`src/rtl/sram_lane_pkg.sv`:
```
`timescale 1ns/1ps
package sram_lane_pkg;
    typedef enum logic [1:0] {
        ST_STANDBY  = 2'd0,
        ST_SELECTED = 2'd1,
        ST_READING  = 2'd2,
        ST_WRITING  = 2'd3
    } sram_state_e;
endpackage

```
`src/rtl/sram_ctrl_fsm.sv`:
```
`timescale 1ns/1ps
module sram_ctrl_fsm
    import sram_lane_pkg::*;
#(
    parameter int LANES = 2
) (
    input  logic             clk,
    input  logic             rst_n,
    input  logic             sel_n,
    input  logic             wen_n,
    input  logic             oen_n,
    input  logic [LANES-1:0] lane_n,
    output logic             capture,
    output logic             commit,
    output logic [LANES-1:0] rd_lane,
    output logic             standby
);
    sram_state_e state_q;
    sram_state_e state_d;
    logic        any_lane;

    assign any_lane = ~&lane_n;

    // next-state decision from the sampled strobes
    always_comb begin
        if (sel_n) begin
            state_d = ST_STANDBY;                 // deselect
        end else if (!wen_n && any_lane) begin
            state_d = ST_WRITING;                 // open-write
        end else if (wen_n && !oen_n && any_lane) begin
            state_d = ST_READING;                 // start-read
        end else begin
            state_d = ST_SELECTED;                // idle-select
        end
    end

    // state register
    always_ff @(posedge clk) begin
        if (!rst_n) begin
            state_q <= ST_STANDBY;
        end else begin
            state_q <= state_d;
        end
    end

    // outputs
    always_comb begin
        commit  = 1'b0;
        standby = 1'b0;
        capture = (state_d == ST_WRITING);
        rd_lane = (state_d == ST_READING) ? ~lane_n : '0;
        unique case (state_q)
            ST_STANDBY:  standby = 1'b1;
            ST_SELECTED: standby = 1'b0;
            ST_READING:  standby = 1'b0;
            ST_WRITING:  commit  = rst_n && (state_d != ST_WRITING); // close-write
        endcase
    end


    standby_hi_chk: assert property (@(posedge clk) disable iff (!rst_n)
        sel_n |=> standby);


    standby_lo_chk: assert property (@(posedge clk) disable iff (!rst_n)
        !sel_n |=> !standby);
endmodule

```
`config.mk`:
```
export PLATFORM = sky130hd
export DESIGN_NAME = sram_ctrl_fsm
export DESIGN_NICKNAME = d
export VERILOG_FILES = /design/src/rtl/sram_lane_pkg.sv /design/src/rtl/sram_ctrl_fsm.sv
export SDC_FILE = /design/constraint.sdc
export NUM_CORES = 1
export LEC_CHECK = 0
export ABC_AREA = 0
export CAP_MARGIN = 20
export CORE_AREA = 8 8 45 47
export CTS_BUF_LIST = sky130_fd_sc_hd__clkbuf_8
export DETAILED_ROUTE_END_ITERATION = 10
export DIE_AREA = 0 0 53 55
export PLACE_DENSITY_LB_ADDON = 0.1
export SYNTH_ARGS = -nofsm -noshare
export SYNTH_HDL_FRONTEND = slang
export SYNTH_SLANG_ARGS = --single-unit
```
`constraint.sdc`:
```
create_clock -name clk -period 0.8 [get_ports clk]
set_input_delay 0.16 -clock clk [delete_from_list [all_inputs] [get_ports clk]]
set_output_delay 0.16 -clock clk [all_outputs]
set_load 0.1 [all_outputs]
```
==> metrics.cfg <==
[worst_setup_path]
required_ps = 640
crit_family = simple AND/OR/NAND/NOR gates
path_class = in -> out
slowest_stage = or3b_4
critical_path.cell_chain = buf_6 -> or3b_4 -> nor2_4 -> buf_12
cp_max_fo = 2
arrival_ps = 970
path_buf_inv = 2
end_kind = output pin
critPathLaunchType = input pin
crit_start = oen_n
slowest_delay_ps = 420

[floorplanning]
initial_core_util_pct = 7.59
die_height_um = 55
die_w_um = 53
io_pins = 12
core-area_um2 = 1380
num_rows = 14
dieArea_um2 = 2920

[power]
p_sw_share_pct = 27.7
pwr-share-seq_pct = 15.2
internal_power_mw = 0.530
powerDensity_nw_per_um2 = 1650
vdd_drop_max_v = 0.000650
power.clock.fraction_pct = 53.1
total_power_mw = 0.734
p_sw_mw = 0.203
leakagePower_nw = 0.189
p_comb_share_pct = 31.7

[synthesis]
synth_xor_area_share_pct = 0
ys_types = 10
synthMuxAreaShare_pct = 0
synth_top_family_by_area = simple AND/OR/NAND/NOR gates
ys_ff_latch = 2
synthesis.area_um2 = 105
synth-simple-area-share_pct = 36.9
yosys_warnings = 0
synth-seq-area-share_pct = 38.1
synth-compound-area-share_pct = 21.4
synth_adder_area_share_pct = 0
syn_nets = 21
avgSynthCellArea_um2 = 7.51
syn_inst = 14

[routing]
drt_pass1_iterations = 2
drc = 0
met2_length_um = 248
vias = 180
drtAntennaViolNets = 0
routed.top_layer = met3
viasPerCell = 3.40
wl_per_cell_um = 9.57
drt_iter0_drc = 5
routedLengthMet1_um = 180
wl_met3_um = 78
wl_um = 507

[global_route]
grtUsageTotal_pct = 4.20
grt_max_degree = 4
grt_pass1_wl_um = 848
grt_antenna_before_repair = 0
overflow = 0
grt_pass1_vias = 227

[layout]
design_area_um2 = 444
reg_top3 = state_q x2
finalNonFillerCells = 53
synthToLayoutAreaGrowth_pct = 323
top_register = state_q
largest_reg_flops = 2
final_nets = 46
drive_gt1_share_pct = 83.8
antenna_cells = 0

[placement]
dp_hpwl_um = 440
placed_cell_area_um2 = 392
placedCellCount = 49
port_buffers = 11
place_congestion = 0.710

[timing]
tns_ps = -1480
period_share_pct = 142
holdWs_ps = 273
rsz0062_at_grt = yes
max_freq_mhz = 883
relSlewSlack_pct = 79.4
setup_viol = 5
min_period_ps = 1130
finalMaxSlewViolations = 0
hold_viol = 0
fin_ws_ps = -332
tightestPinTransition_ps = 308

[min_path]
min-delay-start = wen_n
hp-class = in -> reg

[cts]
cts-root-buf = clkbuf_8
h-tree-depth = 1
cts.clk_slew.worst_paths_ps = 30
cts_buffers = 3
cts_tree = built
cts.sinks = 2
cts_max_path_buffers = 2

[status]
outcome = finished with violations
violations = negative setup slack

[job]
drv_cap = 0

==> cell type report <==
cell class	instances	area [um^2]
Fill cell	144	940
Timing Repair Buffer	20	225
Multi-Input combinational cell	11	111
Sequential cell	2	42.5
Clock buffer	3	41.3
Tap cell	16	20.0
Inverter	1	3.75
==> logic make-up (layout without fill, tap and decap cells) <==
logic type,Yosys count,in the layout
AO/OA/AOI/OAI,3,3
buffers and inverters,1,24
flip-flops,2,2
AND/OR/NAND/NOR,8,8
==> cells in the mapped netlist <==
cell type	number	share of area [%]
nand3_1	1	4.8
or3b_1	1	8.3
inv_1	1	3.6
dfxtp_1	2	38
nor2_1	4	14
a31oi_1	1	6.0
a211oi_1	1	7.1
nand2b_1	1	6.0
a221oi_1	1	8.3
nand2_1	1	3.6
==> repair_timing <==
item                       CTS  global route
gates resized for setup     27             1
pin swaps                    5             1
hold buffers                 0             0
setup buffers                1             0
setup endpoints to repair    7             5
gates cloned                 0             0
==> routing by layer <==
layer | global-route usage, % | vias up
li1 | - | 95
met5 | 0 | -
met4 | 6.47 | 0
met3 | 2.14 | 0
met1 | 3.79 | 77
met2 | 5.66 | 8
==> worst paths after layout <==
check | to | slack, ps | depth (start not counted)
max | rd_lane[0] | -330 | 4
min | state_q[0] | 270 | 3
==> placed cells by master, fill, tap and decap left out, drive strengths merged <==
| cell | netlist | routed |
|---|---|---|
| dlygate4sd2 | 0 | 1 |
| nand3 | 1 | 1 |
| inv | 1 | 1 |
| nor2 | 4 | 4 |
| or3b | 1 | 1 |
| a31oi | 1 | 1 |
| buf | 0 | 19 |
| nand2b | 1 | 1 |
| dfxtp | 2 | 2 |
| a221oi | 1 | 1 |
| a211oi | 1 | 1 |
| clkbuf | 0 | 3 |
| nand2 | 1 | 1 |
==> per-stage QoR <==
step / util [%] / setup WS, ps
floorplan: - / -783
global placement: 28.3 / -734
detailed placement: 28.3 / -730
CTS: 31.8 / -333
global route: 32.1 / -363
finish: 32.1 / -332
==> power groups by stage <==
stage | logic (mW) | registers, mW | clock network, mW
floorplan | 0.104 | 0.113 | 0
global placement | 0.233 | 0.110 | 0
detailed placement | 0.234 | 0.111 | 0
CTS | 0.233 | 0.111 | 0.406
global route | 0.244 | 0.112 | 0.417
finish | 0.233 | 0.112 | 0.389
No activity file was read; power rests on OpenSTA's default activity.
